## config.mk

```make
export PLATFORM = sky130hd
export DESIGN_NAME = xlt_buf_top
export DESIGN_NICKNAME = d
export VERILOG_FILES = /design/src/rtl/xlt_buf_pkg.sv /design/src/rtl/xlt_cfg_regs.sv /design/src/rtl/xlt_way_bank.sv /design/src/rtl/xlt_resolve.sv /design/src/rtl/xlt_buf_top.sv
export SDC_FILE = /design/constraint.sdc
export NUM_CORES = 2
export LEC_CHECK = 0
export ABC_CLOCK_PERIOD_IN_PS = 7000
export BUFFER_PORTS_ARGS = -buffer_cell sky130_fd_sc_hd__buf_2
export CORE_MARGIN = 2
export CORE_UTILIZATION = 35
export CTS_CLUSTER_DIAMETER = 120
export DETAILED_ROUTE_END_ITERATION = 10
export GPL_TIMING_DRIVEN = 1
export PLACE_DENSITY_LB_ADDON = 0.3
export SLEW_MARGIN = 10
export SYNTH_ARGS = -nofsm -noshare
export SYNTH_HDL_FRONTEND = slang
export SYNTH_SLANG_ARGS = --single-unit
```

## constraint.sdc

```tcl
create_clock -name clk -period 7 [get_ports clk]
set_input_delay 0.35 -clock clk [delete_from_list [all_inputs] [get_ports clk]]
set_output_delay 0.35 -clock clk [all_outputs]
set_load 0.005 [all_outputs]
```

## src/rtl/xlt_buf_pkg.sv

```systemverilog
package xlt_buf_pkg;

  typedef enum logic [1:0] {
    REG_PAGE = 2'd0,
    REG_CTRL = 2'd1,
    REG_ATTR = 2'd2
  } cfg_reg_e;

  typedef enum logic [1:0] {
    KIND_LOAD  = 2'd0,
    KIND_STORE = 2'd1,
    KIND_FETCH = 2'd2
  } acc_kind_e;

  // attribute register bit positions
  localparam int ATTR_IG_LSB = 25;
  localparam int ATTR_FLAG_LSB = 20;
  localparam int FLAG_W = 5;
  // flag order inside the 5-bit flag group (LSB first)
  localparam int FL_G = 0;
  localparam int FL_X = 1;
  localparam int FL_W = 2;
  localparam int FL_R = 3;
  localparam int FL_C = 4;

  // control register bit positions
  localparam int CTRL_WE = 18;
  localparam int CTRL_RD = 19;
  localparam int CTRL_WAY_LSB = 20;

endpackage

```

## src/rtl/xlt_cfg_regs.sv

```systemverilog
module xlt_cfg_regs
  import xlt_buf_pkg::*;
#(
  parameter int VPN_W  = 20,
  parameter int PID_W  = 8,
  parameter int PFN_W  = 20,
  parameter int LINE_W = 4,
  parameter int WAYS   = 4,
  localparam int WAY_W  = (WAYS > 1) ? $clog2(WAYS) : 1,
  localparam int TAG_W  = VPN_W - LINE_W,
  localparam int ATTR_W = FLAG_W + PFN_W,
  localparam int ENT_W  = TAG_W + PID_W + ATTR_W
) (
  input  logic              clk,
  input  logic              rst,
  input  logic              cfg_we,
  input  logic [1:0]        cfg_addr,
  input  logic [31:0]       cfg_wdata,
  output logic [31:0]       page_q,
  output logic [31:0]       ctrl_q,
  output logic [31:0]       attr_q,
  output logic              commit_o,
  output logic [LINE_W-1:0] wr_line_o,
  output logic [WAY_W-1:0]  wr_way_o,
  output logic [ENT_W-1:0]  wr_entry_o,
  output logic              rd_fire_o,
  output logic [LINE_W-1:0] rd_line_o,
  output logic [WAY_W-1:0]  rd_way_o,
  input  logic [ATTR_W-1:0] rd_attr_i
);

  localparam logic [WAY_W-1:0] WAY_LAST = WAY_W'(WAYS - 1);

  logic [VPN_W-1:0]  vpn_r;
  logic [PID_W-1:0]  pid_r;
  logic [WAY_W-1:0]  way_r;
  logic              we_r;
  logic [ATTR_W-1:0] attr_r;

  logic wr_page, wr_ctrl, wr_attr;

  assign wr_page = cfg_we && (cfg_addr == REG_PAGE);
  assign wr_ctrl = cfg_we && (cfg_addr == REG_CTRL);
  assign wr_attr = cfg_we && (cfg_addr == REG_ATTR);

  assign commit_o   = wr_attr && we_r;
  assign wr_line_o  = vpn_r[LINE_W-1:0];
  assign wr_way_o   = way_r;
  assign wr_entry_o = {vpn_r[VPN_W-1:LINE_W], pid_r, cfg_wdata[ATTR_W-1:0]};

  assign rd_fire_o = wr_ctrl && cfg_wdata[CTRL_RD];
  assign rd_line_o = vpn_r[LINE_W-1:0];
  assign rd_way_o  = cfg_wdata[CTRL_WAY_LSB +: WAY_W];

  always_ff @(posedge clk) begin
    if (rst) begin
      vpn_r  <= '0;
      pid_r  <= '0;
      way_r  <= '0;
      we_r   <= 1'b0;
      attr_r <= '0;
    end else begin
      if (wr_page) vpn_r <= cfg_wdata[VPN_W-1:0];
      if (wr_ctrl) begin
        pid_r <= cfg_wdata[PID_W-1:0];
        we_r  <= cfg_wdata[CTRL_WE];
        way_r <= cfg_wdata[CTRL_WAY_LSB +: WAY_W];
      end else if (commit_o) begin
        way_r <= (way_r == WAY_LAST) ? '0 : way_r + 1'b1;
      end
      if (wr_attr) attr_r <= cfg_wdata[ATTR_W-1:0];
      else if (rd_fire_o) attr_r <= rd_attr_i;
    end
  end

  assign page_q = {{(32-VPN_W){1'b0}}, vpn_r};
  assign attr_q = {{(32-ATTR_W){1'b0}}, attr_r};

  always_comb begin
    ctrl_q = '0;
    ctrl_q[PID_W-1:0] = pid_r;
    ctrl_q[CTRL_WE] = we_r;
    ctrl_q[CTRL_WAY_LSB +: WAY_W] = way_r;
  end

  AST_WAY_ADVANCE: assert property (@(posedge clk) disable iff (rst)
    commit_o |=> (way_r == (($past(way_r) == WAY_LAST) ? '0 : $past(way_r) + 1'b1)));

  AST_READ_LOADS_ATTR: assert property (@(posedge clk) disable iff (rst)
    rd_fire_o |=> (attr_q[ATTR_W-1:0] == $past(rd_attr_i)));

  AST_ATTR_WRITE_TAKES: assert property (@(posedge clk) disable iff (rst)
    wr_attr |=> (attr_q[ATTR_W-1:0] == $past(cfg_wdata[ATTR_W-1:0])));

endmodule

```

## src/rtl/xlt_way_bank.sv

```systemverilog
module xlt_way_bank #(
  parameter int TAG_W  = 16,
  parameter int PID_W  = 8,
  parameter int ATTR_W = 25,
  parameter int LINE_W = 4,
  parameter int GBIT   = 20,
  localparam int LINES = 1 << LINE_W,
  localparam int ENT_W = TAG_W + PID_W + ATTR_W
) (
  input  logic              clk,
  input  logic              rst,
  input  logic              wr_en,
  input  logic [LINE_W-1:0] wr_line,
  input  logic [ENT_W-1:0]  wr_entry,
  input  logic [LINE_W-1:0] rd_line,
  output logic [ATTR_W-1:0] rd_attr,
  input  logic [LINE_W-1:0] lk_line,
  input  logic [TAG_W-1:0]  lk_tag,
  input  logic [PID_W-1:0]  lk_pid,
  output logic              lk_match,
  output logic [ATTR_W-1:0] lk_attr
);

  // entry storage without reset so it maps onto distributed RAM
  logic [ENT_W-1:0] mem [LINES];
  logic [LINES-1:0] valid_q;

  always_ff @(posedge clk) begin
    if (wr_en) mem[wr_line] <= wr_entry;
  end

  always_ff @(posedge clk) begin
    if (rst) valid_q <= '0;
    else if (wr_en) valid_q[wr_line] <= 1'b1;
  end

  logic [ENT_W-1:0] lk_ent;
  logic [TAG_W-1:0] ent_tag;
  logic [PID_W-1:0] ent_pid;

  assign lk_ent  = mem[lk_line];
  assign ent_tag = lk_ent[ENT_W-1 -: TAG_W];
  assign ent_pid = lk_ent[ATTR_W +: PID_W];
  assign lk_attr = lk_ent[ATTR_W-1:0];
  assign lk_match = valid_q[lk_line] && (ent_tag == lk_tag) &&
                    (lk_ent[GBIT] || (ent_pid == lk_pid));

  logic [ENT_W-1:0] rd_ent;
  assign rd_ent  = mem[rd_line];
  assign rd_attr = rd_ent[ATTR_W-1:0];

  AST_COMMIT_VALID: assert property (@(posedge clk) disable iff (rst)
    wr_en |=> valid_q[$past(wr_line)]);

  AST_RESET_EMPTY: assert property (@(posedge clk)
    $fell(rst) |-> (valid_q == '0));

endmodule

```

## src/rtl/xlt_resolve.sv

```systemverilog
module xlt_resolve
  import xlt_buf_pkg::*;
#(
  parameter int WAYS  = 4,
  parameter int PFN_W = 20,
  localparam int ATTR_W = FLAG_W + PFN_W
) (
  input  logic                        clk,
  input  logic                        rst,
  input  logic                        lk_valid,
  input  logic [1:0]                  lk_kind,
  input  logic [WAYS-1:0]             match_i,
  input  logic [WAYS-1:0][ATTR_W-1:0] attr_i,
  output logic                        rvalid_o,
  output logic                        hit_o,
  output logic                        miss_o,
  output logic [PFN_W-1:0]            pfn_o,
  output logic                        cache_o,
  output logic                        fault_o
);

  logic              any_hit;
  logic [ATTR_W-1:0] sel_attr;
  logic [FLAG_W-1:0] fl;
  logic              allowed;

  // lowest way wins: scan from the top so the lowest match is last
  always_comb begin
    any_hit  = 1'b0;
    sel_attr = '0;
    for (int w = WAYS - 1; w >= 0; w--) begin
      if (match_i[w]) begin
        any_hit  = 1'b1;
        sel_attr = attr_i[w];
      end
    end
  end

  assign fl = sel_attr[PFN_W +: FLAG_W];

  always_comb begin
    case (lk_kind)
      KIND_LOAD:  allowed = fl[FL_R];
      KIND_STORE: allowed = fl[FL_W];
      KIND_FETCH: allowed = fl[FL_X];
      default:    allowed = 1'b0;
    endcase
  end

  always_ff @(posedge clk) begin
    if (rst) begin
      rvalid_o <= 1'b0;
      hit_o    <= 1'b0;
      miss_o   <= 1'b0;
      pfn_o    <= '0;
      cache_o  <= 1'b0;
      fault_o  <= 1'b0;
    end else begin
      rvalid_o <= lk_valid;
      if (lk_valid) begin
        hit_o   <= any_hit;
        miss_o  <= !any_hit;
        pfn_o   <= any_hit ? sel_attr[PFN_W-1:0] : '0;
        cache_o <= any_hit && fl[FL_C];
        fault_o <= any_hit && !allowed;
      end
    end
  end

  AST_RESULT_FOLLOWS: assert property (@(posedge clk) disable iff (rst)
    lk_valid |=> rvalid_o);

  AST_HIT_XOR_MISS: assert property (@(posedge clk) disable iff (rst)
    rvalid_o |-> (hit_o != miss_o));

  AST_MISS_NO_FAULT: assert property (@(posedge clk) disable iff (rst)
    (rvalid_o && miss_o) |-> !fault_o);

endmodule

```

## src/rtl/xlt_buf_top.sv

```systemverilog
module xlt_buf_top
  import xlt_buf_pkg::*;
#(
  parameter int VPN_W  = 20,
  parameter int PID_W  = 8,
  parameter int PFN_W  = 20,
  parameter int LINES  = 16,
  parameter int WAYS   = 4
) (
  input  logic             clk,
  input  logic             rst,
  input  logic             cfg_we,
  input  logic [1:0]       cfg_addr,
  input  logic [31:0]      cfg_wdata,
  output logic [31:0]      page_rd,
  output logic [31:0]      ctrl_rd,
  output logic [31:0]      attr_rd,
  input  logic             lk_valid,
  input  logic [VPN_W-1:0] lk_vpn,
  input  logic [PID_W-1:0] lk_pid,
  input  logic [1:0]       lk_kind,
  output logic             lk_rvalid,
  output logic             lk_hit,
  output logic             lk_miss,
  output logic [PFN_W-1:0] lk_pfn,
  output logic             lk_cache,
  output logic             lk_fault
);

  localparam int LINE_W = $clog2(LINES);
  localparam int WAY_W  = (WAYS > 1) ? $clog2(WAYS) : 1;
  localparam int TAG_W  = VPN_W - LINE_W;
  localparam int ATTR_W = FLAG_W + PFN_W;
  localparam int ENT_W  = TAG_W + PID_W + ATTR_W;
  localparam int GBIT   = PFN_W + FL_G;

  logic              commit;
  logic [LINE_W-1:0] wr_line;
  logic [WAY_W-1:0]  wr_way;
  logic [ENT_W-1:0]  wr_entry;
  logic              rd_fire;
  logic [LINE_W-1:0] rd_line;
  logic [WAY_W-1:0]  rd_way;
  logic [ATTR_W-1:0] rd_attr_sel;

  logic [WAYS-1:0]             way_match;
  logic [WAYS-1:0][ATTR_W-1:0] way_lk_attr;
  logic [WAYS-1:0][ATTR_W-1:0] way_rd_attr;

  xlt_cfg_regs #(
    .VPN_W(VPN_W), .PID_W(PID_W), .PFN_W(PFN_W), .LINE_W(LINE_W), .WAYS(WAYS)
  ) u_regs (
    .clk(clk), .rst(rst),
    .cfg_we(cfg_we), .cfg_addr(cfg_addr), .cfg_wdata(cfg_wdata),
    .page_q(page_rd), .ctrl_q(ctrl_rd), .attr_q(attr_rd),
    .commit_o(commit), .wr_line_o(wr_line), .wr_way_o(wr_way), .wr_entry_o(wr_entry),
    .rd_fire_o(rd_fire), .rd_line_o(rd_line), .rd_way_o(rd_way),
    .rd_attr_i(rd_attr_sel)
  );

  for (genvar g = 0; g < WAYS; g++) begin : g_way
    xlt_way_bank #(
      .TAG_W(TAG_W), .PID_W(PID_W), .ATTR_W(ATTR_W), .LINE_W(LINE_W), .GBIT(GBIT)
    ) u_bank (
      .clk(clk), .rst(rst),
      .wr_en(commit && (wr_way == WAY_W'(g))),
      .wr_line(wr_line), .wr_entry(wr_entry),
      .rd_line(rd_line), .rd_attr(way_rd_attr[g]),
      .lk_line(lk_vpn[LINE_W-1:0]), .lk_tag(lk_vpn[VPN_W-1:LINE_W]), .lk_pid(lk_pid),
      .lk_match(way_match[g]), .lk_attr(way_lk_attr[g])
    );
  end

  assign rd_attr_sel = way_rd_attr[rd_way];

  xlt_resolve #(.WAYS(WAYS), .PFN_W(PFN_W)) u_resolve (
    .clk(clk), .rst(rst),
    .lk_valid(lk_valid), .lk_kind(lk_kind),
    .match_i(way_match), .attr_i(way_lk_attr),
    .rvalid_o(lk_rvalid), .hit_o(lk_hit), .miss_o(lk_miss),
    .pfn_o(lk_pfn), .cache_o(lk_cache), .fault_o(lk_fault)
  );

  AST_IG_NEVER_KEPT: assert property (@(posedge clk) disable iff (rst)
    (cfg_we && cfg_addr == REG_ATTR) |=> (attr_rd[31:ATTR_IG_LSB] == '0));

  AST_RD_BIT_CLEAR: assert property (@(posedge clk) disable iff (rst)
    (cfg_we && cfg_addr == REG_CTRL) |=> !ctrl_rd[CTRL_RD]);

endmodule

```

# Word-level counts from Yosys, hierarchy flattened
# Memory sizes are Yosys's and may differ from the RTL's. A register that Yosys moved wholly into a read port is not among the register bits.
# Index checks and enable logic that the tools add are counted.
dict set report word_totals {
  register_bits 145
  latch_bits 0
  mem_bits_rw 3136
  romBits 0
  in_bits 68
  out_inout_bits 121
  word_cells 117
  mem_count 4
}
# name depth width rd rd_clocked_by_memory_dff wr line
set memory_table {}
lappend memory_table {{g_way[0].u_bank.mem} 16 49 2 1 1 xlt_way_bank.sv:25} ;# logic [ENT_W-1:0] mem [LINES];
lappend memory_table {{g_way[1].u_bank.mem} 16 49 2 1 1 xlt_way_bank.sv:25}
lappend memory_table {{g_way[2].u_bank.mem} 16 49 2 1 1 xlt_way_bank.sv:25}
lappend memory_table {{g_way[3].u_bank.mem} 16 49 2 1 1 xlt_way_bank.sv:25}
dict set report classes {
  addsub 1
  n_mul 0
  div_mod_pow 0
  magnitude_cmp 4
  n_eq_ne 15
  n_shift 0
  mux 43
  bitwise_logic 4
  reduce_logical 31
}
# op n
set ops {}
lappend ops {{2-to-1 mux 25 bit} 7}
lappend ops {{equality test 16 bit} 4}
lappend ops {{bitwise OR 16 bit} 4}
lappend ops {{binary-select mux 25 bit (select 2 bit)} 1}
lappend ops {{equality test 8 bit} 4}
lappend ops {{2-to-1 mux 4 bit} 8}
lappend ops {{logical AND 1 bit} 20}
lappend ops {{2-to-1 mux 20 bit} 1}
lappend ops {{2-to-1 mux 1 bit} 17}
lappend ops {{binary-select mux 1 bit (select 4 bit)} 4}
lappend ops {{less-than comparator 4 x 5 -> 1 bit, second input constant} 2}
lappend ops {{equality test 2 bit, second input constant} 4}
lappend ops {{equality test 2 x 1 -> 1 bit, second input constant} 3}
lappend ops {{logical NOT 2 bit} 3}
lappend ops {{2-to-1 mux 2 bit} 3}
lappend ops {{demux 1 bit (select 4 bit)} 1}
lappend ops {{greater-or-equal comparator 4 x 1 -> 1 bit, second input constant} 1}
lappend ops {{logical OR 1 bit} 4}
lappend ops {{nonzero test 2 bit} 2}
lappend ops {{less-than comparator 2 x 3 -> 1 bit, second input constant} 1}
lappend ops {{case mux 1 bit (3 select lines)} 1}
lappend ops {{adder 2 x 1 -> 2 bit, second input constant} 1}
lappend ops {{logical NOT 1 bit} 2}

# Logic depth before layout (Yosys ltp)
dict set report logic_depth {
  ltp_word 11
  depth_mapped 20
  ltp_nobuf 11
}

# Hierarchy
# Synthesis repeated with hierarchy kept, for this count alone.
dict set report hier_totals {
  hier_cells 6393
  hier_area_um2 139610.1
}
# module instances cells_per_inst area_each_um2 seq_area_each_um2
set modules_own_cells {}
lappend modules_own_cells {xlt_way_bank 4 1448 33564.7 23862.9}
lappend modules_own_cells {xlt_cfg_regs 1 392 3183.1 1121.1}
lappend modules_own_cells {xlt_resolve 1 174 1488.9 500.5}
lappend modules_own_cells {xlt_buf_top 1 35 679.4 0.0}

# Worst setup path after synthesis
# Ideal clock, no wire load.
dict set report synth_timing {
  path_type {input to register}
  from {in cfg_we}
  to {mem g_way[2].u_bank.mem[11][0] (netlist name), enable pin}
  setup_ps 457
  arrival_time_ps 3297
  required_time_ps 6543
  slack_ps 3245
  cell_stages 6
  path_buffers 1
  cell_sequence {nand2_1 > nor2_1 > and2_1 > nand2_1 > clkbuf_1 > nor2_1}
}
dict set report synth_via {
  elab_chain_cells 5
}
# item line
set synth_lines {}
lappend synth_lines {{start: declaration} xlt_buf_top.sv:12} ;# input logic cfg_we,
lappend synth_lines {{logical AND 1 bit} xlt_cfg_regs.sv:44} ;# assign wr_attr = cfg_we && (cfg_addr == REG_ATTR);
lappend synth_lines {{logical AND 1 bit} xlt_cfg_regs.sv:46} ;# assign commit_o = wr_attr && we_r;
lappend synth_lines {{logical AND 1 bit} xlt_buf_top.sv:66} ;# .wr_en(commit && (wr_way == WAY_W'(g))),
lappend synth_lines {{2-to-1 mux 1 bit} xlt_way_bank.sv:29} ;# if (wr_en) mem[wr_line] <= wr_entry;
lappend synth_lines {{2-to-1 mux 1 bit (not written as such)} xlt_way_bank.sv:29}
lappend synth_lines {{end: declaration} xlt_way_bank.sv:25}
# No other way between the ends.

==> summary.txt <==
worst path cell trace: mux4_2, mux2i_1, mux2i_1, xnor2_1, nand4_1, o31ai_1, nand3b_1, nand2_2, nor3b_1, a41o_1, dlygate4sd3_1, a211oi_2
Setup WS post-layout: 1140 ps
final WL: 464000 um
setup violators final: 0
Int Pwr: 32.4 mW
Num CTS Buffers: 338
die span in x: 637 um
vias in the first global route: 76700
core region area: 0.399 mm^2
I/O Pins: 189
total global-route track usage: 0.225
area of the multi-input gates: 0.0409 mm^2
row cnt: 232
Post-DP Area: 0.148 mm^2
fin. max-slew vios: 0
Die Y: 637 um
outcome: complete, no violations
worst-margin pin slew: 1300 ps
worst slew margin relative to its limit: 0.131
Buffers on Ports: 141
Nets: 7222
CTS tree: done
share of cells above drive strength 1: 0.314
synthesis-to-layout area growth: 13.3%
CTS root buffer: clkbuf_16
IR drop worst, VDD: 202 uV
asr flop ratio synth: 0
CP Class: reg2reg
Switching Share: 0.219
post-CTS setup buffers: 0
largest net degree at the start of global routing: 116
Vias/cell: 6.07
Mapped Area: 0.140 mm^2
RSZ-0062 raised after global routing: no
Filler Cell Count: 35200
clk sinks: 3285
Lkg Pwr: 47.3 nW
clk_lat worst skew: 930 ps
CP max-delay cell: nand2_2
First-pass DRT Iterations: 6
Initial Util: 0.351
fmax: 171 MHz
area taken by flip-flops and latches: 0.0972 mm^2
Max Root-Sink Buffers: 4
Post-synth EDFFs: 3136
Synth area leader: edfxtp_1
Synth Area per Inst: 20.5 um^2
fin area: 0.159 mm^2
Hold WS: 59.0 ps
Tcrit/Tclk final: 0.838
r2r worst-path depth: 12
Arr. time, crit path: 6700 ps
H-tree Lvls: 5
DP Worst Slack: 1040 ps
Seq pwr share: 0.519
die area: 0.406 mm^2
critical path peak fanout: 17
Final Skew: 69.8 ps
synthesized flop and latch total: 3285
placed cell count: 12100
post-synth top area share: 0.671
Final Util: 0.398
global-route wire length before repair: 636000 um
initial antenna violation count: 53
clock period minus final worst setup slack: 5860 ps
WP data required: 7840 ps
clock-pin slew on the worst setup and hold paths: 60 ps
post-route ant nets: 0
crit end category: flip-flop
Cells after Synth: 6840
initial DRC count: 11100
Tightest Hold Check Type: in2reg
residual DRC count: 0
HPWL Detailed: 259000 um
P_sw: 9.07 mW
Sum Neg Setup Slack: 0 ps
slowest stage delay, CP: 940 ps
count of cell types in the netlist: 89
top post-synthesis cells by area: edfxtp_1 (67%), mux4_2 (20%), mux2i_1 (2.2%), dfxtp_1 (2.1%), nand2_1 (0.83%)
yosys warns: 0
most frequent CP cell: mux2i_1
cell area power density: 261 mW/mm^2
dominant register cell in the synthesized netlist: edfxtp_1
drt wl/cell: 36.6 um
Setup crit start kind: flip-flop
GRT overflow: 0
Non-Filler Instances: 12700
clock share of power: 0.427
RePlAce Congestion: 0.809
Final Hold Viols: 0
Comb pwr share: 0.054
detailed-route via count: 77000
maxcap violations: 0
Total Power: 41.4 mW
Seq/Total Area, Yosys: 0.693
hold depth: 5
==> metal layers <==
metal | vias up | share of wire | track usage
li1 | 29500 | - | -
met1 | 42200 | 0.39 | 0.309
met2 | 4511 | 0.47 | 0.358
met3 | 840 | 0.10 | 0.0444
met4 | 4 | 0.039 | 0.0758
met5 | - | 0.000065 | 0
==> cell usage after synthesis, types with 31 or more instances <==
cell type     n
a211oi_1     36
o21ai_0      44
a21oi_1      86
dfxtp_1     149
clkbuf_1    204
buf_2        78
buf_4       110
xor2_1       31
nor2_1      278
nand3_1      72
xnor2_1      92
a22oi_1      72
mux2i_1     307
buf_6        41
edfxtp_1   3136
nand2_1     309
mux4_2     1259
buf_1        61
mux2_2       54
o22ai_1      40
==> timing repair <==
action | CTS | global route
hold endpoints to repair | 71 | 6
hold buffers | 8 | 1
gates resized for setup | 0 | 0
==> cell families (layout without fill, tap and decap cells) <==
group / after synthesis / count (layout) / synth area share
buffers and inverters: 532 / 1075 / 0.0209
xor gates and xnor gates: 123 / 123 / 0.00768
DFF: 3285 / 3285 / 0.693
muxes: 1627 / 1627 / 0.230
other: 1 / 48 / 0.0000267
and+or+nand+nor: 817 / 817 / 0.0257
AOI/OAI and AO/OA: 451 / 451 / 0.0231
adders and majority gates: 4 / 4 / 0.000357
==> cell usage in the layout (no fill, tap or decap), drive strengths merged, types with 6 or more instances in the layout <==
master	count
o22ai	40
conb	40
xnor2	92
a221o	6
nand4	16
nand3	72
a31oi	18
mux2i	307
bufinv	18
o21ba	19
clkbuf	472
a221oi	27
a22o	15
nand2b	9
nor3b	16
a21oi	86
nor2b	18
inv	33
a211oi	37
o21ai	47
a2111oi	8
nor3	22
nor4	18
and2	6
a311oi	18
a211o	9
dlygate4sd3	9
dfxtp	149
xor2	31
and3	21
a22oi	72
edfxtp	3136
diode	8
clkinvlp	6
buf	425
nand2	310
clkinv	112
mux2	54
nor2	279
mux4	1266
==> final cells by class <==
cell class,instances,area share
diodes,8,0.000126
clock buffers,471,0.0590
clock inverters,141,0.00751
inverters,28,0.000771
multi-input cells,3062,0.257
flip-flops and latches,3285,0.611
well taps,5265,0.0414
repair buffers,435,0.0224
==> flip-flops by register name, indices dropped and copies added (netlist names), named ones only <==
register	flops
u_regs.pid_r	8
g_way.u_bank.valid_q	64
u_resolve.pfn_o	20
u_regs.vpn_r	20
u_resolve.rvalid_o	1
u_resolve.hit_o	1
u_regs.attr_r	25
u_resolve.miss_o	1
g_way.u_bank.mem	3136
u_regs.wr_way_o	2
u_resolve.fault_o	1
u_regs.we_r	1
u_resolve.cache_o	1
==> power by group through the flow <==
stage,clock network (mW),registers (mW),logic [mW]
global placement,0,21.9,2.22
CTS,17.9,21.5,2.25
floorplan,0,21.9,1.38
global route,18.7,21.5,2.35
detailed placement,0,21.9,2.24
finish,17.7,21.5,2.24
==> path summary, 6_finish.rpt <==
kind | from | to | slack, ps
min reg2reg | g_way[1].u_bank.valid_q[12]$_SDFFE_PP0P_ | g_way[1].u_bank.valid_q[12]$_SDFFE_PP0P_ | 470
max reg2reg | g_way[1].u_bank.mem[8][28]$_DFFE_PP_ | u_resolve.fault_o$_SDFFE_PP0P_ | 1140
min | lk_kind[1] | u_resolve.fault_o$_SDFFE_PP0P_ | 60
max | g_way[1].u_bank.mem[8][28]$_DFFE_PP_ | u_resolve.fault_o$_SDFFE_PP0P_ | 1140
==> worst max-delay path: cells and delay by family (launching register included) <==
family | cells | cell delay [ps]
xor+xnor | 1 | 320
flops | 1 | 380
mux | 3 | 1300
buf+inv | 1 | 570
simple gates | 4 | 2010
compound gates | 3 | 1150
No activity file was read; power rests on OpenSTA's default activity.
